**src/rtl/eprom_prog_pkg.sv**
```systemverilog
package eprom_prog_pkg;

    typedef enum logic [3:0] {
        ST_IDLE,
        ST_SUP_ON,
        ST_VPP_ON,
        ST_FETCH,
        ST_READ,
        ST_EVAL,
        ST_PULSE,
        ST_VPP_OFF,
        ST_SUP_OFF,
        ST_FV_FETCH,
        ST_FV_READ,
        ST_FV_EVAL
    } seq_state_e;

    typedef enum logic [1:0] {
        FC_NONE   = 2'd0,
        FC_UNPROG = 2'd1,
        FC_RETRY  = 2'd2,
        FC_VERIFY = 2'd3
    } fail_code_e;

    typedef struct packed {
        logic vcc_hi;
        logic vpp_en;
        logic ce_n;
        logic oe_n;
        logic dout_en;
        logic req;
    } pin_ctl_t;

    function automatic int us_to_cycles(input int hz, input int us);
        int c;
        c = ((hz / 1000) * us) / 1000;
        return (c < 1) ? 1 : c;
    endfunction

    function automatic int max3(input int a, input int b, input int c);
        int m;
        m = (a > b) ? a : b;
        return (m > c) ? m : c;
    endfunction

    function automatic pin_ctl_t pins_for(input seq_state_e s);
        pin_ctl_t p;
        p = '{vcc_hi: 1'b0, vpp_en: 1'b0, ce_n: 1'b1, oe_n: 1'b1,
              dout_en: 1'b0, req: 1'b0};
        case (s)
            ST_SUP_ON:   p.vcc_hi = 1'b1;
            ST_VPP_ON:   begin p.vcc_hi = 1'b1; p.vpp_en = 1'b1; end
            ST_FETCH:    begin p.vcc_hi = 1'b1; p.vpp_en = 1'b1; p.req = 1'b1; end
            ST_READ:     begin p.vcc_hi = 1'b1; p.vpp_en = 1'b1;
                               p.ce_n = 1'b0; p.oe_n = 1'b0; end
            ST_EVAL:     begin p.vcc_hi = 1'b1; p.vpp_en = 1'b1; end
            ST_PULSE:    begin p.vcc_hi = 1'b1; p.vpp_en = 1'b1;
                               p.ce_n = 1'b0; p.dout_en = 1'b1; end
            ST_VPP_OFF:  p.vcc_hi = 1'b1;
            ST_FV_FETCH: p.req = 1'b1;
            ST_FV_READ:  begin p.ce_n = 1'b0; p.oe_n = 1'b0; end
            default:     ;
        endcase
        return p;
    endfunction

endpackage

```
**src/rtl/eprom_prog_timer.sv**
```systemverilog
module eprom_prog_timer #(
    parameter int W = 8
) (
    input  logic         clk,
    input  logic         rst,
    input  logic         load,
    input  logic [W-1:0] load_val,
    output logic         zero
);
    logic [W-1:0] cnt_q;

    always_ff @(posedge clk) begin
        if (rst)                cnt_q <= '0;
        else if (load)          cnt_q <= load_val;
        else if (cnt_q != '0)   cnt_q <= cnt_q - W'(1);
    end

    assign zero = (cnt_q == '0);

endmodule

```
**src/rtl/eprom_prog_cmp.sv**
```systemverilog
module eprom_prog_cmp #(
    parameter int DW = 8
) (
    input  logic [DW-1:0] target,
    input  logic [DW-1:0] readback,
    output logic          match,
    output logic          need_set
);
    assign match    = (target == readback);
    assign need_set = |(target & ~readback);
endmodule

```
**src/rtl/eprom_prog_addr.sv**
```systemverilog
module eprom_prog_addr #(
    parameter int AW = 16
) (
    input  logic          clk,
    input  logic          rst,
    input  logic          start,
    input  logic [AW-1:0] first_in,
    input  logic [AW-1:0] last_in,
    input  logic          rewind,
    input  logic          inc,
    output logic [AW-1:0] addr,
    output logic          at_last
);
    logic [AW-1:0] first_q, last_q, addr_q;

    always_ff @(posedge clk) begin
        if (rst) begin
            first_q <= '0;
            last_q  <= '0;
            addr_q  <= '0;
        end else if (start) begin
            first_q <= first_in;
            last_q  <= last_in;
            addr_q  <= first_in;
        end else if (rewind) begin
            addr_q  <= first_q;
        end else if (inc) begin
            addr_q  <= addr_q + AW'(1);
        end
    end

    assign addr    = addr_q;
    assign at_last = (addr_q == last_q);

    AST_STEP_IN_RANGE: assert property (@(posedge clk) disable iff (rst)
        inc |-> (addr_q != last_q));

endmodule

```
**src/rtl/eprom_prog_seq.sv**
```systemverilog
module eprom_prog_seq
    import eprom_prog_pkg::*;
#(
    parameter int ADDR_W     = 16,
    parameter int DATA_W     = 8,
    parameter int CLK_HZ     = 50_000_000,
    parameter int PULSE_US   = 100,
    parameter int SETTLE_US  = 10,
    parameter int READ_CYC   = 4,
    parameter int MAX_PULSES = 25
) (
    input  logic              clk,
    input  logic              rst,
    input  logic              start,
    input  logic [ADDR_W-1:0] first_addr,
    input  logic [ADDR_W-1:0] last_addr,
    output logic              busy,
    output logic              done,
    output logic              fail,
    output logic [1:0]        fail_code,
    output logic [ADDR_W-1:0] fail_addr,
    output logic              req_valid,
    output logic [ADDR_W-1:0] req_addr,
    input  logic              rsp_valid,
    input  logic [DATA_W-1:0] rsp_data,
    output logic [ADDR_W-1:0] rom_addr,
    output logic [DATA_W-1:0] rom_dout,
    output logic              rom_dout_en,
    input  logic [DATA_W-1:0] rom_din,
    output logic              rom_ce_n,
    output logic              rom_oe_n,
    output logic              vpp_en,
    output logic              vcc_hi
);
    localparam int PULSE_CYC  = us_to_cycles(CLK_HZ, PULSE_US);
    localparam int SETTLE_CYC = us_to_cycles(CLK_HZ, SETTLE_US);
    localparam int TMR_MAX    = max3(PULSE_CYC, SETTLE_CYC, READ_CYC);
    localparam int TMR_W      = $clog2(TMR_MAX + 1);
    localparam int CNT_W      = $clog2(MAX_PULSES + 1);
    localparam logic [TMR_W-1:0] PULSE_V  = TMR_W'(PULSE_CYC - 1);
    localparam logic [TMR_W-1:0] SETTLE_V = TMR_W'(SETTLE_CYC - 1);
    localparam logic [TMR_W-1:0] READ_V   = TMR_W'(READ_CYC - 1);
    localparam logic [CNT_W-1:0] PMAX     = CNT_W'(MAX_PULSES);

    seq_state_e        state_q, state_d;
    fail_code_e        code_q;
    logic [DATA_W-1:0] target_q, rd_q;
    logic [CNT_W-1:0]  pcnt_q;
    logic [ADDR_W-1:0] faddr_q, addr;
    logic              done_q;
    logic              tmr_load, tmr_zero;
    logic [TMR_W-1:0]  tmr_val;
    logic              a_start, a_rewind, a_inc, at_last;
    logic              match, need_set, give_up;
    pin_ctl_t          pins;

    eprom_prog_timer #(.W(TMR_W)) u_timer (
        .clk(clk), .rst(rst), .load(tmr_load), .load_val(tmr_val), .zero(tmr_zero)
    );

    eprom_prog_addr #(.AW(ADDR_W)) u_addr (
        .clk(clk), .rst(rst), .start(a_start), .first_in(first_addr),
        .last_in(last_addr), .rewind(a_rewind), .inc(a_inc),
        .addr(addr), .at_last(at_last)
    );

    eprom_prog_cmp #(.DW(DATA_W)) u_cmp (
        .target(target_q), .readback(rd_q), .match(match), .need_set(need_set)
    );

    assign give_up = !match && (pcnt_q == PMAX);

    always_comb begin
        state_d  = state_q;
        tmr_load = 1'b0;
        tmr_val  = '0;
        a_start  = 1'b0;
        a_rewind = 1'b0;
        a_inc    = 1'b0;
        case (state_q)
            ST_IDLE: if (start) begin
                state_d = ST_SUP_ON; tmr_load = 1'b1; tmr_val = SETTLE_V; a_start = 1'b1;
            end
            ST_SUP_ON: if (tmr_zero) begin
                state_d = ST_VPP_ON; tmr_load = 1'b1; tmr_val = SETTLE_V;
            end
            ST_VPP_ON: if (tmr_zero) state_d = ST_FETCH;
            ST_FETCH: if (rsp_valid) begin
                state_d = ST_READ; tmr_load = 1'b1; tmr_val = READ_V;
            end
            ST_READ: if (tmr_zero) state_d = ST_EVAL;
            ST_EVAL: begin
                if (need_set || give_up || (match && at_last)) begin
                    state_d = ST_VPP_OFF; tmr_load = 1'b1; tmr_val = SETTLE_V;
                end else if (match) begin
                    state_d = ST_FETCH; a_inc = 1'b1;
                end else begin
                    state_d = ST_PULSE; tmr_load = 1'b1; tmr_val = PULSE_V;
                end
            end
            ST_PULSE: if (tmr_zero) begin
                state_d = ST_READ; tmr_load = 1'b1; tmr_val = READ_V;
            end
            ST_VPP_OFF: if (tmr_zero) begin
                state_d = ST_SUP_OFF; tmr_load = 1'b1; tmr_val = SETTLE_V;
            end
            ST_SUP_OFF: if (tmr_zero) begin
                if (code_q != FC_NONE) state_d = ST_IDLE;
                else begin state_d = ST_FV_FETCH; a_rewind = 1'b1; end
            end
            ST_FV_FETCH: if (rsp_valid) begin
                state_d = ST_FV_READ; tmr_load = 1'b1; tmr_val = READ_V;
            end
            ST_FV_READ: if (tmr_zero) state_d = ST_FV_EVAL;
            ST_FV_EVAL: begin
                if (!match || at_last) state_d = ST_IDLE;
                else begin state_d = ST_FV_FETCH; a_inc = 1'b1; end
            end
            default: state_d = ST_IDLE;
        endcase
    end

    always_ff @(posedge clk) begin
        if (rst) begin
            state_q  <= ST_IDLE;
            code_q   <= FC_NONE;
            target_q <= '0;
            rd_q     <= '0;
            pcnt_q   <= '0;
            faddr_q  <= '0;
            done_q   <= 1'b0;
        end else begin
            state_q <= state_d;
            case (state_q)
                ST_IDLE: if (start) begin
                    code_q  <= FC_NONE;
                    faddr_q <= '0;
                    done_q  <= 1'b0;
                end
                ST_FETCH: if (rsp_valid) begin
                    target_q <= rsp_data;
                    pcnt_q   <= '0;
                end
                ST_FV_FETCH: if (rsp_valid) target_q <= rsp_data;
                ST_READ, ST_FV_READ: if (tmr_zero) rd_q <= rom_din;
                ST_EVAL: begin
                    if (need_set) begin
                        code_q <= FC_UNPROG; faddr_q <= addr;
                    end else if (give_up) begin
                        code_q <= FC_RETRY; faddr_q <= addr;
                    end else if (!match) begin
                        pcnt_q <= pcnt_q + CNT_W'(1);
                    end
                end
                ST_SUP_OFF: if (tmr_zero && code_q != FC_NONE) done_q <= 1'b1;
                ST_FV_EVAL: begin
                    if (!match) begin
                        code_q <= FC_VERIFY; faddr_q <= addr; done_q <= 1'b1;
                    end else if (at_last) begin
                        done_q <= 1'b1;
                    end
                end
                default: ;
            endcase
        end
    end

    assign pins        = pins_for(state_q);
    assign vcc_hi      = pins.vcc_hi;
    assign vpp_en      = pins.vpp_en;
    assign rom_ce_n    = pins.ce_n;
    assign rom_oe_n    = pins.oe_n;
    assign rom_dout_en = pins.dout_en;
    assign req_valid   = pins.req;
    assign req_addr    = addr;
    assign rom_addr    = addr;
    assign rom_dout    = target_q;
    assign busy        = (state_q != ST_IDLE);
    assign done        = done_q;
    assign fail        = done_q && (code_q != FC_NONE);
    assign fail_code   = code_q;
    assign fail_addr   = faddr_q;

    AST_VPP_WITH_SUPPLY: assert property (@(posedge clk) disable iff (rst)
        vpp_en |-> vcc_hi);
    AST_SUPPLY_DROP_LAST: assert property (@(posedge clk) disable iff (rst)
        $fell(vcc_hi) |-> $past(!vpp_en));
    AST_PULSE_POWERED: assert property (@(posedge clk) disable iff (rst)
        rom_dout_en |-> (!rom_ce_n && rom_oe_n && vpp_en && vcc_hi));
    AST_PULSE_THEN_VERIFY: assert property (@(posedge clk) disable iff (rst)
        (state_q == ST_PULSE && tmr_zero) |=> (!rom_ce_n && !rom_oe_n && !rom_dout_en));
    AST_PULSE_LIMIT: assert property (@(posedge clk) disable iff (rst)
        pcnt_q <= PMAX);
    AST_NO_PULSE_UNPROG: assert property (@(posedge clk) disable iff (rst)
        (state_q == ST_EVAL && need_set) |=> !rom_dout_en);
    AST_REQ_HOLD: assert property (@(posedge clk) disable iff (rst)
        (req_valid && !rsp_valid) |=> (req_valid && $stable(req_addr)));
    AST_DONE_SAFE: assert property (@(posedge clk) disable iff (rst)
        done |-> (!vpp_en && !vcc_hi && rom_ce_n && !busy));

endmodule

```
**config.mk**
```make
export PLATFORM = sky130hd
export DESIGN_NAME = eprom_prog_seq
export DESIGN_NICKNAME = d
export VERILOG_FILES = /design/src/rtl/eprom_prog_pkg.sv /design/src/rtl/eprom_prog_timer.sv /design/src/rtl/eprom_prog_cmp.sv /design/src/rtl/eprom_prog_addr.sv /design/src/rtl/eprom_prog_seq.sv
export SDC_FILE = /design/constraint.sdc
export NUM_CORES = 1
export LEC_CHECK = 0
export CAP_MARGIN = 20
export CORE_ASPECT_RATIO = 0.8
export CORE_MARGIN = 5
export CORE_UTILIZATION = 45
export DETAILED_ROUTE_END_ITERATION = 6
export DONT_BUFFER_PORTS = 1
export RECOVER_POWER = 50
export SLEW_MARGIN = 20
export SYNTH_ARGS = -nofsm -noshare
export SYNTH_HDL_FRONTEND = slang
export SYNTH_SLANG_ARGS = --single-unit
```
**constraint.sdc**
```tcl
create_clock -name clk -period 2.3 [get_ports clk]
set_input_delay 0.115 -clock clk [delete_from_list [all_inputs] [get_ports clk]]
set_output_delay 0.115 -clock clk [all_outputs]
set_load 0.02 [all_outputs]
```
-- Word-level counts from Yosys, hierarchy flattened
Index checks and enable logic that the tools add are counted.
- register bits after elaboration: 105
- input port bits: 52
- output and inout bits: 67
- word-level logic and storage cells: 146
- $add $sub $neg: 3
- equality and inequality tests: 31
- mux-type cells: 67
- bitwise gates (word level): 2
- reductions and logical operators: 32
- operator list (cell ; number):
    2-to-1 mux 16 bit ; 7
    case mux 13 bit (5 select lines) ; 1
    2-to-1 mux 13 bit ; 4
    2-to-1 mux 4 bit ; 12
    case mux 16 bit (3 select lines) ; 1
    case mux 4 bit (12 select lines) ; 1
    inequality test 2 bit, second input constant ; 15
    2-to-1 mux 1 bit ; 22
    2-to-1 mux 5 bit ; 4
    2-to-1 mux 9 bit ; 2
    adder 16 x 1 -> 16 bit, second input constant ; 1
    == test 16 bit ; 1
    == test 4 x 3 -> 1 bit, second input constant ; 4
    == test 4 bit, second input constant ; 4
    zero test 13 bit ; 1
    nonzero test 13 bit ; 1
    subtractor 13 x 1 -> 13 bit, second input constant ; 1
    2-to-1 mux 2 bit ; 6
    case mux 5 bit (2 select lines) ; 1
    AND reduction 10 bit ; 1
    nonzero test 3 bit ; 3
    AND 8 bit ; 1
    == test 4 x 2 -> 1 bit, second input constant ; 2
    == test 8 bit ; 1
    24 further kinds ; 38

-- Longest topological paths before layout
Gate-level depths: netlist (run 1).
- depth after elaboration: 10
- gate-level depth with buffers: 10
- mapped depth without buffers: 8

-- Cells and area by module
From an unflattened synthesis (run 1), not the netlist that was laid out.
- cell total of the unflattened synthesis: 695
- area, all modules: 5893.2 um^2
- modules (own cells, without submodules) (module ; times used ; cells each ; area each (um^2) ; sequential area each (um^2)):
    eprom_prog_addr ; 1 ; 291 ; 2488.6 ; 960.9
    eprom_prog_seq ; 1 ; 292 ; 2478.6 ; 880.8
    eprom_prog_timer ; 1 ; 90 ; 763.2 ; 260.2
    eprom_prog_cmp ; 1 ; 22 ; 162.7 ; 0.0

-- Worst setup path before layout (run 1)
Ideal clock, no wire load.
- path type: register -> register
- start: register target_q[5], in the netlist rom_dout[5]
- end: register faddr_q[0], in the netlist fail_addr[0]
- setup time: 128 ps
- data arrival time: 2184 ps
- required time: 2172 ps
- path slack: -12 ps
- stages on the path, launching flop included: 10
- path buffers: 2
- period minus slack after synthesis: 2312 ps
- cells stage by stage: dfxtp_1 > ha_1 > or4_1 > or3_4 > o22ai_2 > a22oi_1 > buf_6 > buf_6 > mux2i_1 > nor2_1
- word-level cells in the longest chain between the ends: 5
- elaborated cells between the ends (all ways): 10
- those cells by class: eq/ne: 3; mux: 2; bitwise: 1; reduce/logical: 4
- ends and longest elaborated chain (what ; line ; RTL):
    start, declared ; eprom_prog_seq.sv:47 ; logic [DATA_W-1:0] target_q, rd_q;
    start signal, assigned ; eprom_prog_seq.sv:141 ; target_q <= rsp_data;
    start signal, assigned ; eprom_prog_seq.sv:144 ; ST_FV_FETCH: if (rsp_valid) target_q <= rsp_data;
    == test 8 bit ; eprom_prog_cmp.sv:9 ; assign match = (target == readback);
    zero test 1 bit ; -- ;
    logical AND 1 bit ; eprom_prog_seq.sv:71 ; assign give_up = !match && (pcnt_q == PMAX);
    inequality test 3 bit (no source line) ; -- ;
    AND reduction 4 bit (no source line) ; -- ;
    end signal, assigned ; eprom_prog_seq.sv:130 ; faddr_q <= '0;
    end signal, assigned ; eprom_prog_seq.sv:137 ; faddr_q <= '0;
    end signal, assigned ; eprom_prog_seq.sv:148 ; code_q <= FC_UNPROG; faddr_q <= addr;
    end, declared ; eprom_prog_seq.sv:49 ; logic [ADDR_W-1:0] faddr_q, addr;
Parallel ways exist; a longest one is shown, timed or not.
A chain may end at the register's enable or synchronous reset.

-- Worst setup path after layout (run 1)
- start: register rd_q[4]
- end: register u_addr.addr_q[4], in the netlist u_addr.addr[4]
- word-level cells in the longest chain between the ends: 8
- elaborated cells between the ends (all ways): 15
- those cells by class: eq/ne: 1; mux: 4; bitwise: 2; reduce/logical: 8
- ends and longest elaborated chain (what ; line ; RTL):
    start, declared ; eprom_prog_seq.sv:47 ;
    start signal, assigned ; eprom_prog_seq.sv:145 ; ST_READ, ST_FV_READ: if (tmr_zero) rd_q <= rom_din;
    == test 8 bit or NOT 8 bit (tied branches) ; eprom_prog_cmp.sv:9, eprom_prog_cmp.sv:10 ;
    zero test 1 bit or AND 8 bit (tied branches) ; -- ;
    logical AND 1 bit or OR reduction 8 bit (tied branches) ; eprom_prog_seq.sv:71, eprom_prog_cmp.sv:10 ;
    logical OR 1 bit (2 in a row) ; eprom_prog_seq.sv:93 ; if (need_set || give_up || (match && at_last)) begin
    2-to-1 mux 1 bit ; eprom_prog_seq.sv:93 ;
    case mux 1 bit (2 select lines) (*) ; eprom_prog_seq.sv:80 ; case (state_q)
    nonzero test 3 bit (no source line) (*) ; -- ;
    end signal, assigned ; eprom_prog_addr.sv:24 ; addr_q <= first_in;
    end signal, assigned ; eprom_prog_addr.sv:26 ; addr_q <= first_q;
    end signal, assigned ; eprom_prog_addr.sv:28 ; addr_q <= addr_q + AW'(1);
    end, declared ; eprom_prog_addr.sv:14 ; logic [AW-1:0] first_q, last_q, addr_q;
Mark *: on every way between the ends. The rest lies on a longest branch, timed or not.

==> flow_summary.yaml, run 1 <==
run_status:
  status: "finished with violations"
  violations: "setup timing"
synth:
  synthCells: 683
  synth.top_cell.area_share_pct: 37.6
  syn_area_mm2: 0.00559
  synth_most_common_cell: "dfxtp_1"
  synth_ff_type: "dfxtp_1"
  synth_edf_count: 0
  synth_nets: 747
  synth.top_cells.by_area: "dfxtp_1 38%, nand2_1 6.4%, mux2i_1 5.9%, nor2_1 5.4%, a21oi_1 4.8%"
  synth_warnings: 0
  synth_commonest_cells: "105 x dfxtp_1, 96 x nand2_1, 81 x nor2_1"
  ys_ff_latch: 105
  synth-async-reset-ratio_pct: 0
  yosysSeqAreaShare_pct: 37.6
  yosysUniqueCellTypes: 75
  synth.avg_cell_area_um2: 8.19
  synth.largest_area_cell: "dfxtp_1"
global_route:
  grtUsageTotal_pct: 21.9
  antenna_found_initial: 0
  grt_pass1_vias: 5112
  grt_overflow_total: 0
  grt_pass1_wl_um: 25800
  grt_max_degree: 65
clock_network:
  h-tree-depth: 3
  clkLatencyLatePin_ns: 0.35
  root_buffer: "clkbuf_16"
  cts.sinks: 105
  clk_path_buf_depth: 2
  path_clk_slew_ns: 0.08
  cts_buffers: 9
  cts_tree: "done"
sta:
  min_period_ns: 2.31
  finalSetupViolations: 2
  setup_tns_ns: -0.0112
  max_freq_ghz: 0.433
  skew_ns: 0.00703
  drv_slew: 0
  rsz0062_at_grt: "yes"
  tightest_slew_ns: 0.818
  hold_viol: 0
  fin_ws_ns: -0.00968
  fin_crit_sh_pct: 100
  maxSlewHeadroom_pct: 45.4
layout:
  antennaDiodeCount: 0
  fin_cells: 928
  fillCellCount: 1115
  drive_gt1_share_pct: 17.3
  nNetsFinal: 835
  area.growth.synth_to_final_pct: 25.9
  final_area_mm2: 0.00704
placement:
  post-place-ws_ns: -0.0863
  gp_congestion: 0.861
  placement.io_buffers: 0
  hpwl_um: 11400
  place_area_mm2: 0.00609
  place_inst: 856
critical_path:
  worstSetupStartpoint: "rd_q[4]"
  r2r-start: "rd_q[4]"
  end_kind: "register"
  crit_type: "register to register"
  cp.arrival_ns: 2.57
  cp_data_required_time_ns: 2.56
  startpoint_type: "register"
  cp_max_fo: 7
routing:
  vias_per_cell: 5.63
  drc: 0
  drtPass1Iterations: 5
  vias: 5225
  drt-initial-drc-count: 334
  avgRoutedWirePerCell_um: 17.5
  wl_um: 16200
  antenna_left: 0
floorplan:
  core-area_mm2: 0.0122
  start_util_pct: 46.0
  io_pins: 119
  row_count: 36
  dieArea_mm2: 0.0148
  die_y_um: 110
  die_width_um: 135
hold_path:
  hold_path_class: "primary input to register"
  hp-start: "rst"
power:
  p_leak_nw: 2.86
  finalPower_mw: 7.37
  peakVddDrop_uv: 556
  powerDensity_mw_per_mm2: 1050
run:
  drv_cap: 0
## logic make-up after synthesis
family / after synthesis / share of synthesized area (%)
multiplexers: 33 / 5.90
AND/OR/NAND/NOR: 272 / 23.0
flip-flops: 105 / 37.6
buffers and inverters: 88 / 8.16
adder cells (fa/ha/maj): 12 / 2.68
AO/OA/AOI/OAI: 136 / 16.9
XOR/XNOR: 37 / 5.79
## power by group
part           switching, mW  internal, mW  total (mW)  leakage [nW]
sequential             0.284          2.12        2.40         0.861
combinational           1.96          1.42        3.38          1.86
clock                  0.727         0.854        1.58         0.139
## worst max-delay path, cell delays in order (launching register included)
cell and delay [ns]:
dfxtp_2 0.33, inv_1 0.04, ha_2 0.16, or4_4 0.51
or3_4 0.42, nand2_4 0.10, and3_4 0.25, buf_12 0.14
nor3_4 0.04, a311oi_2 0.23
## stage by stage
stage / hold WS (ns) / util [%]
finish: 0.0175 / 57.9
global route: 0.0294 / 57.9
CTS: 0.00859 / 57.5
detailed placement: 0.202 / 50.1
global placement: 0.196 / 50.1
floorplan: 0.251 / -
## layout by cell type, fill, tap and decap left out, types with 3 or more instances in the layout
cell type,n
nand2_1,95
dfxtp_1,95
nor2_1,80
a21oi_1,54
dlygate4sd3_1,52
buf_4,51
mux2i_1,33
inv_1,29
xor2_1,26
clkbuf_1,22
nor3_1,18
nand3_1,16
xnor2_1,11
nand4_1,10
o211ai_1,10
dfxtp_2,10
ha_1,9
clkbuf_16,9
a31oi_1,7
nor4_1,7
o21ai_0,6
o21a_1,5
or2_2,5
buf_12,5
o31ai_1,4
a311oi_2,4
nand2b_1,4
a211oi_1,4
a32oi_1,4
a311oi_1,4
o31a_1,3
a21boi_0,3
and2_1,3
nor3_4,3
nor2b_1,3
or4_4,3
and3_1,3
clkinvlp_4,3
## per-layer routing
metal | wire length, um | track usage (%) | vias to the layer above
met5 | 0 | 0 | -
li1 | - | - | 2541
met2 | 7650 | 35.9 | 180
met3 | 1200 | 6.82 | 20
met4 | 247 | 7.12 | 0
met1 | 7120 | 27.6 | 2484
## final cells by class
cell class | instances | area (um^2) | share of cell area (%)
inverters | 32 | 120 | 1.71
well taps | 152 | 190 | 2.70
clock inverters | 7 | 78.8 | 1.12
flip-flops and latches | 105 | 2110 | 30.0
clock buffers | 9 | 225 | 3.20
multi-input cells | 490 | 3180 | 45.1
repair buffers | 133 | 1140 | 16.1
## path summary, 6_finish.rpt
path | end | cells past startpoint | slack [ns]
worst max-delay path | u_addr.addr[4] | 9 | -0.01
worst min register to register | u_addr.first_q[5] | 2 | 0.46
worst max register to register | u_addr.addr[4] | 9 | -0.01
worst min-delay path | u_timer.cnt_q[9] | 2 | 0.02
## sequential cells by signal, indices dropped and copies added (netlist names)
register	count
u_addr.addr	16
u_addr.first_q	16
u_addr.last_q	16
rd_q	8
state_q	4
rom_dout	8
pcnt_q	5
u_timer.cnt_q	13
done	1
fail_addr	16
fail_code	2
## repair_timing
action,in CTS,in global routing
hold buffers,53,0
pin swaps,10,11
endpoints found under the setup margin,12,52
resized for setup,11,29
setup buffers,1,2
hold endpoints to repair,91,0
Note: power is estimated with default switching activity, not from simulation.
==> run 2: changes to the inputs <==
==> constraint.sdc (replaced) <==
create_clock -name clk -period 2.3 [get_ports clk]
set_input_delay 0.46 -clock clk [delete_from_list [all_inputs] [get_ports clk]]
set_output_delay 0.46 -clock clk [all_outputs]
set_load 0.02 [all_outputs]
==> run 2 against run 1 <==
Effect of this change: the flow still finishes with violations (setup timing); register-to-register slack got worse by 0.02 ns; clock skew about the same; worst hold slack improved by 0.15 ns; non-clock buffer count decreased by 52; via count shrank 4.8%; first-iteration DRC count up 14%.
==> flow_summary.yaml, run 2 (synthesized netlist as in run 1, its figures left out) <==
placement:
  hpwl_um: 11400
  post-place-ws_ns: -0.0863
  placement.io_buffers: 0
  place_inst: 856
  gp_congestion: 0.861
routing:
  vias: 4974
  drc: 0
  antenna_left: 0
  drtPass1Iterations: 5
  avgRoutedWirePerCell_um: 17.8
  vias_per_cell: 5.68
  wl_um: 15600
  drt-initial-drc-count: 381
clock_network:
  cts.sinks: 105
  clk_path_buf_depth: 2
  clkLatencyLatePin_ns: 0.35
  h-tree-depth: 3
  cts_buffers: 9
  path_clk_slew_ns: 0.08
  root_buffer: "clkbuf_16"
  cts_tree: "done"
critical_path:
  cp_data_required_time_ns: 2.56
  cp.arrival_ns: 2.59
  path_cells: "inv_1, ha_2, or4_4, or3_4, nand2_4, and3_4, buf_12, nor3_4, a311oi_2"
  startpoint_type: "register"
  crit_path_max_incr_delay_ns: 0.51
  end_kind: "register"
  crit_slowest_cell: "or4_4"
  cp_max_fo: 7
  crit_type: "register to register"
global_route:
  grtUsageTotal_pct: 20.9
  grt_max_degree: 96
  grt_pass1_wl_um: 24500
  grt_pass1_vias: 4853
  grt_overflow_total: 0
  antenna_found_initial: 0
floorplan:
  io_pins: 119
  core-area_mm2: 0.0122
  row_count: 36
  die_y_um: 110
  start_util_pct: 46.0
  dieArea_mm2: 0.0148
  die_width_um: 135
sta:
  finalSetupViolations: 1
  skew_ns: 0.00720
  whs_ns: 0.167
  drv_slew: 0
  fin_crit_sh_pct: 101
  setup_tns_ns: -0.0322
  hold_viol: 0
  rsz0062_at_grt: "yes"
  min_period_ns: 2.33
  max_freq_ghz: 0.429
  fin_ws_ns: -0.0322
  maxSlewHeadroom_pct: 46.2
  tightest_slew_ns: 0.808
layout:
  fillCellCount: 1175
  fin_cells: 876
  antennaDiodeCount: 0
  fin_util_pct: 53.7
  nNetsFinal: 783
  area.growth.synth_to_final_pct: 16.7
  drive_gt1_share_pct: 18.9
  mostFrequentLayoutCells: "95 x nand2_1, 95 x dfxtp_1, 80 x nor2_1"
power:
  p_int_mw: 4.30
  swShare_pct: 40.6
  power_frac_comb_pct: 45.0
  p_clk_share_pct: 21.9
  peakVddDrop_uv: 555
  p_seq_share_pct: 33.1
  power.switching_mw: 2.93
  powerDensity_mw_per_mm2: 1110
  p_leak_nw: 2.59
run:
  drv_cap: 0
run_status:
  status: "finished with violations"
  violations: "setup timing"
hold_path:
  hold_path_class: "primary input to register"
[run 2: cell count changes in the layout (fill, tap and decap cells not counted), sizes merged]
cell and change:
buf +3, dlygate4sd3 -52, clkbuf -3
[run 2: worst paths after layout]
check                         start            endpoint  slack [ns]  depth (start not counted)
setup reg to reg            rd_q[4]      u_addr.addr[4]       -0.03                          9
hold reg to reg   u_addr.first_q[6]   u_addr.first_q[6]        0.46                          2
hold / removal                  rst  u_addr.first_q[10]        0.17                          1
setup / recovery            rd_q[4]      u_addr.addr[4]       -0.03                          9
[run 2: per-stage QoR]
stage,total power [mW],area (um^2)
floorplan,4.66,5600
global placement,5.46,6090
detailed placement,5.53,6090
CTS,7.14,6440
global route,7.67,6530
finish,7.23,6530
[run 2: power groups by stage]
stage | Clock, mW | Combinational [mW] | Sequential (mW)
6_report | 1.58 | 3.25 | 2.39
5_1_grt | 1.68 | 3.55 | 2.43
4_1_cts | 1.62 | 3.14 | 2.38
3_5_place_dp | 0 | 3.11 | 2.42
3_3_place_gp | 0 | 3.05 | 2.41
2_1_floorplan | 0 | 2.16 | 2.51
[run 2: worst max-delay path: cells and delay by family, from the launching register on]
family                     cells  cell delay (ns)
DFF                            1             0.33
and+or+nand+nor                5             1.31
buffers and inverters          2             0.18
adders and majority gates      1             0.16
AOI/OAI and AO/OA              1             0.25
[run 2: metal layers]
metal	GRT usage (%)	wire [um]
met1	26.8	6960
met2	32.9	7090
met3	7.09	1310
met4	7.19	262
met5	0	0
[run 2: area by class of cell]
cell class	count	area [um^2]	area share, %
well taps	152	190	2.91
clock inverters	7	78.8	1.21
clock buffers	9	225	3.45
multi-input cells	490	3170	48.6
repair buffers	81	628	9.62
inverters	32	120	1.84
flip-flops and latches	105	2110	32.4
[run 2: timing repair]
action	CTS	global route
pin swaps	10	13
cloned	0	1
setup endpoints to repair	12	41
gates resized for setup	11	27
hold buffers	0	0
buffers inserted	1	2
